$ cat config.mk
export PLATFORM = sky130hd
export DESIGN_NAME = irq_event_agg
export DESIGN_NICKNAME = d
export VERILOG_FILES = /design/src/rtl/irq_agg_pkg.sv /design/src/rtl/irq_agg_status.sv /design/src/rtl/irq_agg_ctrl.sv /design/src/rtl/irq_agg_lowest.sv /design/src/rtl/irq_event_agg.sv
export SDC_FILE = /design/constraint.sdc
export NUM_CORES = 1
export LEC_CHECK = 0
export BUFFER_PORTS_ARGS = -buffer_cell sky130_fd_sc_hd__buf_4
export CORE_MARGIN = 4
export CORE_UTILIZATION = 40
export CTS_BUF_LIST = sky130_fd_sc_hd__clkbuf_16
export CTS_CLUSTER_SIZE = 14
export DETAILED_ROUTE_END_ITERATION = 8
export GPL_ROUTABILITY_DRIVEN = 0
export GPL_TIMING_DRIVEN = 0
export MAX_ROUTING_LAYER = met4
export PLACE_DENSITY = 0.74
export SYNTH_ARGS = -nofsm -noshare
export SYNTH_HDL_FRONTEND = slang
export SYNTH_SLANG_ARGS = --single-unit
$ cat constraint.sdc
create_clock -name clk -period 2.7 [get_ports clk]
set_input_delay 0.27 -clock clk [delete_from_list [all_inputs] [get_ports clk]]
set_output_delay 0.27 -clock clk [all_outputs]
set_load 0.02 [all_outputs]
$ cat src/rtl/irq_agg_pkg.sv
package irq_agg_pkg;
   localparam int SEL_W = 3;
   typedef enum logic [SEL_W-1:0] {
      SEL_MASK = 3'd0,
      SEL_STAT = 3'd1,
      SEL_VEC  = 3'd2,
      SEL_DMAC = 3'd3,
      SEL_TEST = 3'd4
   } agg_sel_e;
endpackage

$ cat src/rtl/irq_agg_status.sv
module irq_agg_status #(
   parameter int STAT_W = 16
) (
   input  logic              clk,
   input  logic              rst_n,
   input  logic [STAT_W-1:0] set_i,
   input  logic [STAT_W-1:0] clr_i,
   output logic [STAT_W-1:0] stat_o
);
   logic [STAT_W-1:0] stat_q;

   for (genvar b = 0; b < STAT_W; b++) begin : g_bit
      always_ff @(posedge clk) begin
         if (!rst_n)          stat_q[b] <= 1'b0;
         else if (set_i[b])   stat_q[b] <= 1'b1;
         else if (clr_i[b])   stat_q[b] <= 1'b0;
      end
   end

   assign stat_o = stat_q;
endmodule

$ cat src/rtl/irq_agg_ctrl.sv
module irq_agg_ctrl #(
   parameter int MASK_W        = 6,
   parameter int LEGACY_MASK_W = 5,
   parameter int DATA_W        = 16,
   parameter int RX_RDY_BIT    = 3,
   parameter int TX_RDY_BIT    = 4,
   parameter int RX_DMA_BIT    = 15,
   parameter int TX_DMA_BIT    = 7
) (
   input  logic              clk,
   input  logic              rst_n,
   input  logic              legacy,
   input  logic              mask_we,
   input  logic              dmac_we,
   input  logic [DATA_W-1:0] wdata,
   output logic [MASK_W-1:0] mask_o,
   output logic              rx_en_o,
   output logic              tx_en_o
);
   localparam logic [MASK_W-1:0] KEEP_NEW = {MASK_W{1'b1}};
   localparam logic [MASK_W-1:0] KEEP_OLD = MASK_W'((1 << LEGACY_MASK_W) - 1);

   logic [MASK_W-1:0] mask_q, mask_d;
   logic              rx_en_q, tx_en_q;

   always_comb begin
      mask_d = mask_q;
      if (mask_we)
         mask_d = wdata[MASK_W-1:0] & (legacy ? KEEP_OLD : KEEP_NEW);
      if (dmac_we) begin
         if (wdata[RX_DMA_BIT]) mask_d[RX_RDY_BIT] = 1'b0;
         if (wdata[TX_DMA_BIT]) mask_d[TX_RDY_BIT] = 1'b0;
      end
   end

   always_ff @(posedge clk) begin
      if (!rst_n) begin
         mask_q  <= '0;
         rx_en_q <= 1'b0;
         tx_en_q <= 1'b0;
      end else begin
         mask_q <= mask_d;
         if (dmac_we) begin
            rx_en_q <= wdata[RX_DMA_BIT];
            tx_en_q <= wdata[TX_DMA_BIT];
         end
      end
   end

   assign mask_o  = mask_q;
   assign rx_en_o = rx_en_q;
   assign tx_en_o = tx_en_q;
endmodule

$ cat src/rtl/irq_agg_lowest.sv
module irq_agg_lowest #(
   parameter int W     = 6,
   parameter int IDX_W = $clog2(W + 1)
) (
   input  logic [W-1:0]     pend_i,
   output logic [IDX_W-1:0] idx_o,
   output logic [W-1:0]     onehot_o
);
   always_comb begin
      idx_o = '0;
      for (int i = W - 1; i >= 0; i--)
         if (pend_i[i]) idx_o = IDX_W'(i + 1);
   end

   assign onehot_o = pend_i & (~pend_i + W'(1));
endmodule

$ cat src/rtl/irq_event_agg.sv
module irq_event_agg
   import irq_agg_pkg::*;
#(
   parameter int              STAT_W         = 16,
   parameter int              MASK_W         = 6,
   parameter int              LEGACY_MASK_W  = 5,
   parameter int              RX_RDY_BIT     = 3,
   parameter int              TX_RDY_BIT     = 4,
   parameter int              BUSY_BIT       = 12,
   parameter int              RX_DMA_BIT     = 15,
   parameter int              TX_DMA_BIT     = 7,
   parameter int              TEST_FORCE_BIT = 11,
   parameter logic [STAT_W-1:0] SW_CLR_BITS  = 16'h0027
) (
   input  logic              clk,
   input  logic              rst_n,
   input  logic              legacy_mode,
   input  logic [STAT_W-1:0] evt_set,
   input  logic [STAT_W-1:0] evt_clr,
   input  logic              bus_busy,
   input  logic              acc_wr,
   input  logic              acc_rd,
   input  logic [SEL_W-1:0]  acc_sel,
   input  logic [STAT_W-1:0] acc_wdata,
   output logic [STAT_W-1:0] acc_rdata,
   output logic              irq,
   output logic              rx_dreq,
   output logic              tx_dreq
);
   localparam int VEC_W = $clog2(MASK_W + 1);

   if (MASK_W > STAT_W)              begin : g_chk_mask  $error("mask wider than status"); end
   if (LEGACY_MASK_W > MASK_W)       begin : g_chk_leg   $error("legacy mask wider than mask"); end
   if (RX_RDY_BIT >= MASK_W)         begin : g_chk_rx    $error("rx ready bit outside mask"); end
   if (TX_RDY_BIT >= MASK_W)         begin : g_chk_tx    $error("tx ready bit outside mask"); end
   if (BUSY_BIT >= STAT_W)           begin : g_chk_busy  $error("busy bit outside status"); end
   if (RX_DMA_BIT >= STAT_W || TX_DMA_BIT >= STAT_W || TEST_FORCE_BIT >= STAT_W)
                                     begin : g_chk_dat   $error("control bit outside data"); end

   logic [STAT_W-1:0] stat_q;
   logic [MASK_W-1:0] mask_q;
   logic              rx_en, tx_en;
   logic [MASK_W-1:0] pend, pend_low;
   logic [VEC_W-1:0]  vec_idx;
   logic              wr_mask, wr_stat, wr_dmac, wr_test, rd_vec;
   logic [STAT_W-1:0] set_all, clr_all, stat_view;

   assign wr_mask = acc_wr && (acc_sel == SEL_MASK);
   assign wr_stat = acc_wr && (acc_sel == SEL_STAT) && !legacy_mode;
   assign wr_dmac = acc_wr && (acc_sel == SEL_DMAC);
   assign wr_test = acc_wr && (acc_sel == SEL_TEST) && !legacy_mode;
   assign rd_vec  = acc_rd && (acc_sel == SEL_VEC)  && legacy_mode;

   assign pend = stat_q[MASK_W-1:0] & mask_q;

   irq_agg_lowest #(.W(MASK_W), .IDX_W(VEC_W)) u_low (
      .pend_i   (pend),
      .idx_o    (vec_idx),
      .onehot_o (pend_low)
   );

   always_comb begin
      set_all = evt_set;
      if (wr_test && acc_wdata[TEST_FORCE_BIT])
         set_all[MASK_W-1:0] = {MASK_W{1'b1}};
      clr_all = evt_clr;
      if (wr_stat) clr_all = clr_all | (acc_wdata & SW_CLR_BITS);
      if (rd_vec)  clr_all = clr_all | STAT_W'(pend_low);
   end

   irq_agg_status #(.STAT_W(STAT_W)) u_stat (
      .clk    (clk),
      .rst_n  (rst_n),
      .set_i  (set_all),
      .clr_i  (clr_all),
      .stat_o (stat_q)
   );

   irq_agg_ctrl #(
      .MASK_W(MASK_W), .LEGACY_MASK_W(LEGACY_MASK_W), .DATA_W(STAT_W),
      .RX_RDY_BIT(RX_RDY_BIT), .TX_RDY_BIT(TX_RDY_BIT),
      .RX_DMA_BIT(RX_DMA_BIT), .TX_DMA_BIT(TX_DMA_BIT)
   ) u_ctrl (
      .clk     (clk),
      .rst_n   (rst_n),
      .legacy  (legacy_mode),
      .mask_we (wr_mask),
      .dmac_we (wr_dmac),
      .wdata   (acc_wdata),
      .mask_o  (mask_q),
      .rx_en_o (rx_en),
      .tx_en_o (tx_en)
   );

   always_comb begin
      stat_view           = stat_q;
      stat_view[BUSY_BIT] = bus_busy;
   end

   always_comb begin
      acc_rdata = '0;
      case (acc_sel)
         SEL_MASK: acc_rdata = STAT_W'(mask_q);
         SEL_STAT: acc_rdata = stat_view;
         SEL_VEC:  acc_rdata = legacy_mode ? STAT_W'(vec_idx) : '0;
         SEL_DMAC: begin
            acc_rdata[RX_DMA_BIT] = rx_en;
            acc_rdata[TX_DMA_BIT] = tx_en;
         end
         default:  acc_rdata = '0;
      endcase
   end

   assign irq     = |pend;
   assign rx_dreq = rx_en & stat_q[RX_RDY_BIT];
   assign tx_dreq = tx_en & stat_q[TX_RDY_BIT];
endmodule

# [Yosys cells after proc, flatten, opt, wreduce, memory -nomap -nowiden]
# Index checks and enable logic that the tools add are counted.
[op_classes] reduce_logical=27 n_mux=49 eq_ne=4 n_bitwise=8 n_addsub=1
[op_table] cell="2-to-1 mux 1 bit" count=32
[op_table] cell="2-to-1 mux 16 bit" count=2
[op_table] cell="bitwise OR 16 x 6 -> 16 bit" count=2
[op_table] cell="nonzero test 2 bit" count=15
[op_table] cell="2-to-1 mux 3 bit" count=7
[op_table] cell="one-hot mux 7 bit (3 select lines)" count=1
[op_table] cell="AND 6 bit" count=3
[op_table] cell="one-hot mux 7 bit (2 select lines)" count=1
[op_table] cell="2-to-1 mux 6 bit" count=2
[op_table] cell="logical AND 1 bit" count=9
[op_table] cell="adder 6 x 1 -> 6 bit, second input constant" count=1
[op_table] cell="== test 3 x 2 -> 1 bit, second input constant" count=2
[op_table] cell="NOT 6 bit" count=1
[op_table] cell="one-hot mux 1 bit (3 select lines)" count=2
[op_table] cell="OR reduction 6 bit" count=1
[op_table] cell="2-to-1 mux 5 bit" count=1
[op_table] cell="== test 3 x 1 -> 1 bit, second input constant" count=1
[op_table] cell="== test 3 bit, second input constant" count=1
[op_table] cell="logical NOT 3 bit" count=1
[op_table] cell="AND 1 bit" count=2
[op_table] cell="2-to-1 mux 2 bit" count=1
[op_table] cell="logical NOT 1 bit" count=1
[totals] wordCells=108 inputBits=57 output_inout_bits=19 reg_bits=23

# [Depth between registers and ports, before layout]
[logic_depth] word_depth=9 ltp_mapped=6 mapped_depth_nobuf=4

# [Cells and area by module]
# From an unflattened synthesis, not the netlist that was laid out.
[unflattened] cells_unflattened=152 area_unflattened_um2=1426.4
[by_module_without_submodules] mod="irq_agg_status" area_per_inst_um2=571.8 cells_per_inst=50 seq_area_each_um2=320.3 instances=1
[by_module_without_submodules] mod="irq_event_agg" area_per_inst_um2=441.7 cells_per_inst=60 seq_area_each_um2=0.0 instances=1
[by_module_without_submodules] mod="irq_agg_ctrl" area_per_inst_um2=317.8 cells_per_inst=28 seq_area_each_um2=160.2 instances=1
[by_module_without_submodules] mod="irq_agg_lowest" area_per_inst_um2=95.1 cells_per_inst=14 seq_area_each_um2=0.0 instances=1

# [Least setup slack after synthesis]
# OpenSTA, ideal clock, no wires.
[synth_timing] path_kind="flip-flop to output port" startpoint="reg u_ctrl.mask_q[0], in the netlist u_ctrl.mask_o[0]" endpoint="out acc_rdata[2]" slack_ns=1.179 path_buffers=0 required_time_ns=2.430 stages_incl_launch_ff=4 t_arrival_ns=1.251 path_cell_list="dfxtp_1 a222oi_1 nand2_1 o22ai_1"
[synth_between] elab_chain_cells=4
[synth_rtl] element="start, declared" line="irq_agg_ctrl.sv:23" text="logic [MASK_W-1:0] mask_q, mask_d;"
[synth_rtl] element="start signal, assigned" line="irq_agg_ctrl.sv:42" text="mask_q <= mask_d;"
[synth_rtl] element="AND 6 bit" line="irq_event_agg.sv:54" text="assign pend = stat_q[MASK_W-1:0] & mask_q;"
[synth_rtl] element="2-to-1 mux 3 bit" line="irq_agg_lowest.sv:12" text="if (pend_i[i]) idx_o = IDX_W'(i + 1);"
[synth_rtl] element="2-to-1 mux 3 bit" line="irq_event_agg.sv:105" text="SEL_VEC: acc_rdata = legacy_mode ? STAT_W'(vec_idx) : '0;"
[synth_rtl] element="one-hot mux 7 bit (3 select lines)" line="irq_event_agg.sv:102" text="case (acc_sel)"
[synth_rtl] element="end, declared" line="irq_event_agg.sv:25" text="output logic [STAT_W-1:0] acc_rdata,"
# Every way passes these cells.

# [Final worst setup path]
# Same ends and word-level chain as after synthesis.

==> results by group <==
GRT
  – First-pass GRT wire length: 6180 µm
  – Global routing usage summed across all routing layers: 19.4%
  – Largest net degree at the start of global routing: 14
  – Overall overflow remaining after global route: 0
  – Initial antenna violation count: 0
  – Via count of the first global-routing pass: 1,369

Timing
  – Final WS setup: 0.830 ns
  – Rel. slew slack: 52.7%
  – Worst Hold Slack: 0.216 ns
  – Setup Total Neg Slack: 0 ns
  – RSZ-0062 raised after global routing: false
  – Number of failing hold endpoints at the final stage: 0
  – Clk_skew: 0.00138 ns
  – Timing-limited maximum frequency: 535 MHz
  – Max-slew violations: 0
  – Setup-failing EPs final: 0
  – Pin slew with the least headroom to its limit: 0.707 ns
  – Time the worst path needs with I/O delays and setup: 1.87 ns
  – Tcrit/Tclk final: 69.2%

Drt
  – Number of violations reported at the end of detailed-routing iteration 0: 97
  – Total Wirelength: 3950 µm
  – Post-detailed-route wirelength per cell: 14.9 µm
  – Number of design rule violations left after detail routing: 0
  – Final ANT Viol Nets: 0
  – Router iterations before antenna repair: 4
  – Post-detailed-route via-to-cell ratio: 5.34
  – Total via count after detailed routing: 1,416

Yosys
  – Share of the synthesized area in compound gates (AO/OA/AOI/OAI): 16.1%
  – Adder-cell area share of the yosys netlist: 0%
  – Post-synthesis sequential area ratio: 35.2%
  – Synth Area in XOR/XNOR: 0%
  – Fraction of registers with async set or reset after synthesis: 0%
  – Area fraction in and, or, nand and nor cells after synthesis: 34.2%
  – Cell count after synthesis: 151
  – Synthesized Nets: 208
  – Top cells by area in the synthesized netlist: dfxtp_1, mux2i_1, nor2b_1, o21a_1, nand2_1
  – Synthesized cell area: 1310 µm²
  – Post-synth cell types: 34
  – Largest family of logic cells by synthesized area: simple AND/OR/NAND/NOR gates
  – Post-synthesis mux area share: 10.1%
  – Share of Yosys cell area claimed by the top area cell type: 35.2%
  – Area leader, netlist: dfxtp_1
  – Number of flops mapped to enable cells by yosys: 0
  – Number of register bits inferred by synthesis: 23
  – Syn. warnings: 0
  – Main synth FF type: dfxtp_1
  – Avg Cell Area, Syn: 8.65 µm²

Cells and area
  – Layout cell share with drive strength beyond 1: 34.8%
  – Diode count: 0
  – Sequential cell area: 460 µm²
  – FILL cells: 286
  – Signed area change from the synthesized netlist to the final layout: 48.3%
  – Net total in the final layout: 279
  – Area occupied by multi-input gates: 788 µm²

Power and ir drop
  – Largest vdd supply drop: 0.264 mV
  – Power, Total: 845 µW
  – Power density cells: 436 nW/µm²
  – Static leakage: 0.000877 µW

Setup path
  – Longest individual stage delay on the worst path: 0.55 ns
  – Worst endpoint data arrival time: 1.60 ns
  – Worst setup EP type: output port
  – Worst path buffer plus inverter count: 1
  – Delay-heaviest family, CP: compound AO/OA/AOI/OAI gates
  – Startpoint-to-endpoint class of the critical path: reg -> out
  – Largest fanout of any net on the critical path: 6
  – Req. time, crit path: 2.43 ns
  – Series of cell instances along the critical path: a222oi_1, nand2_1, o22ai_1, buf_4
  – Critical Path Start Type: register
  – Slowest cell on the critical path: a222oi_1

Placed design
  – Pre-CTS setup slack: 0.951 ns
  – Count of buffers from port buffering: 66
  – Half-perimeter wire length after placement: 3090 µm

Die
  – # IOs: 76
  – Initial Util: 42.4%
  – Die Y-Extent: 65.1 µm
  – Standard cell core area: 3080 µm²
  – Row cnt: 20
  – Chip Width: 65.1 µm
  – Die area: 4240 µm²

CTS
  – Clock sink count: 23
  – CTS hold repair buffers: 0
  – CTS tree: done
  – Maximum buffer depth of the clock tree: 2
  – Master cell of the clock root buffer: clkbuf_16
  – Clk_lat worst skew: 0.26 ns
  – Total clock buffers created by CTS: 3
  – Number of resized instances in the post-cts repair step: 0
  – Clock slew seen by the registers of the worst setup and hold paths: 0.06 ns
  – Post-CTS Repair Setup Buffers: 0
  – H-tree depth reported by CTS: 1

Outcome
  – Status: finished, final reports clean

Run
  – Count of maximum capacitance violations: 0

Worst hold path
  – Hold WC Path Type: in -> reg
-- layout by cell type (no fill, tap or decap), types with 2 or more instances in the layout --
cell	instances
o21ai_1	3
nand2_1	17
and3_1	8
nand4_1	8
clkbuf_16	3
nand4b_1	3
o2111ai_1	2
buf_4	68
nor2b_1	15
dfxtp_1	23
a222oi_1	2
nor2_1	11
nand3_1	6
mux2i_1	12
o31a_1	2
and2_1	2
o21a_1	9
a21boi_1	4
clkbuf_1	4
inv_1	3
-- registers in the layout, summed over array words and instances, names as in the netlist --
register / count
u_stat.stat_o: 15
u_ctrl.rx_en_o: 1
u_ctrl.tx_en_o: 1
u_ctrl.mask_o: 6
-- worst reg2reg max path: stages (launching register included) --
cell       delay, ns
dfxtp_1         0.37
a222oi_1        0.55
nand3_1         0.18
o2111ai_1       0.25
a21boi_1        0.10
-- power breakdown --
| group | total [µW] | switching (µW) | internal (µW) | leakage (µW) |
|---|---|---|---|---|
| Clock | 321 | 122 | 199 | 0.0000409 |
| Sequential | 371 | 14.3 | 357 | 0.000190 |
| Combinational | 153 | 64.9 | 87.7 | 0.000646 |
-- metrics by stage --
| step | util (%) | std cells | area (µm²) |
|---|---|---|---|
| 2_1_floorplan | - | 151 | 1310 |
| 3_3_place_gp | 60.3 | 261 | 1860 |
| 3_5_place_dp | 60.3 | 261 | 1860 |
| 4_1_cts | 62.9 | 265 | 1940 |
| 5_1_grt | 62.9 | 265 | 1940 |
| 6_report | 62.9 | 265 | 1940 |
-- cells in the mapped netlist, types with 2 or more instances --
| cell type | number |
|---|---|
| mux2i_1 | 12 |
| o31a_1 | 2 |
| nand3_1 | 6 |
| nand4b_1 | 3 |
| o2111ai_1 | 2 |
| a21boi_1 | 4 |
| dfxtp_1 | 23 |
| a222oi_1 | 2 |
| clkbuf_1 | 4 |
| inv_1 | 3 |
| nor2b_1 | 15 |
| nand4_1 | 8 |
| and2_1 | 2 |
| buf_4 | 2 |
| nor2_1 | 11 |
| o21ai_1 | 3 |
| and3_1 | 8 |
| o21a_1 | 9 |
| nand2_1 | 17 |
-- final timing paths --
check / end / from / slack, ns / cells after the start
setup reg to reg: u_stat.stat_o[5]$_SDFFE_PN0P_ / u_ctrl.mask_o[0]$_SDFFE_PN0P_ / 1.14 / 4
setup / recovery: acc_rdata[2] / u_ctrl.mask_o[0]$_SDFFE_PN0P_ / 0.83 / 4
hold / removal: u_stat.stat_o[7]$_SDFFE_PN0P_ / evt_set[7] / 0.22 / 2
hold reg to reg: u_ctrl.rx_en_o$_SDFFE_PN0P_ / u_ctrl.rx_en_o$_SDFFE_PN0P_ / 0.48 / 2
-- logic make-up (layout without fill, tap and decap cells) --
logic type | count (synthesis) | count (layout)
and+or+nand+nor | 77 | 77
DFF | 23 | 23
buffers and inverters | 11 | 81
muxes | 13 | 13
AOI/OAI and AO/OA | 27 | 27
-- metal layers --
metal	track usage [%]	vias up	share of wire, %
met5	-	-	0
met4	5.70	0	1.4
li1	-	689	-
met2	32.6	60	50
met1	23.4	658	42
met3	4.27	9	6.6
-- layout make-up --
class	instances	area share [%]
repair buffers	66	25.6
inverters	3	0.581
plain buffers	8	2.39
clock buffers	3	3.88
flip-flops and latches	23	23.8
clock inverters	1	0.258
multi-input cells	117	40.7
well taps	44	2.84
No activity file was read; power rests on OpenSTA's default activity.
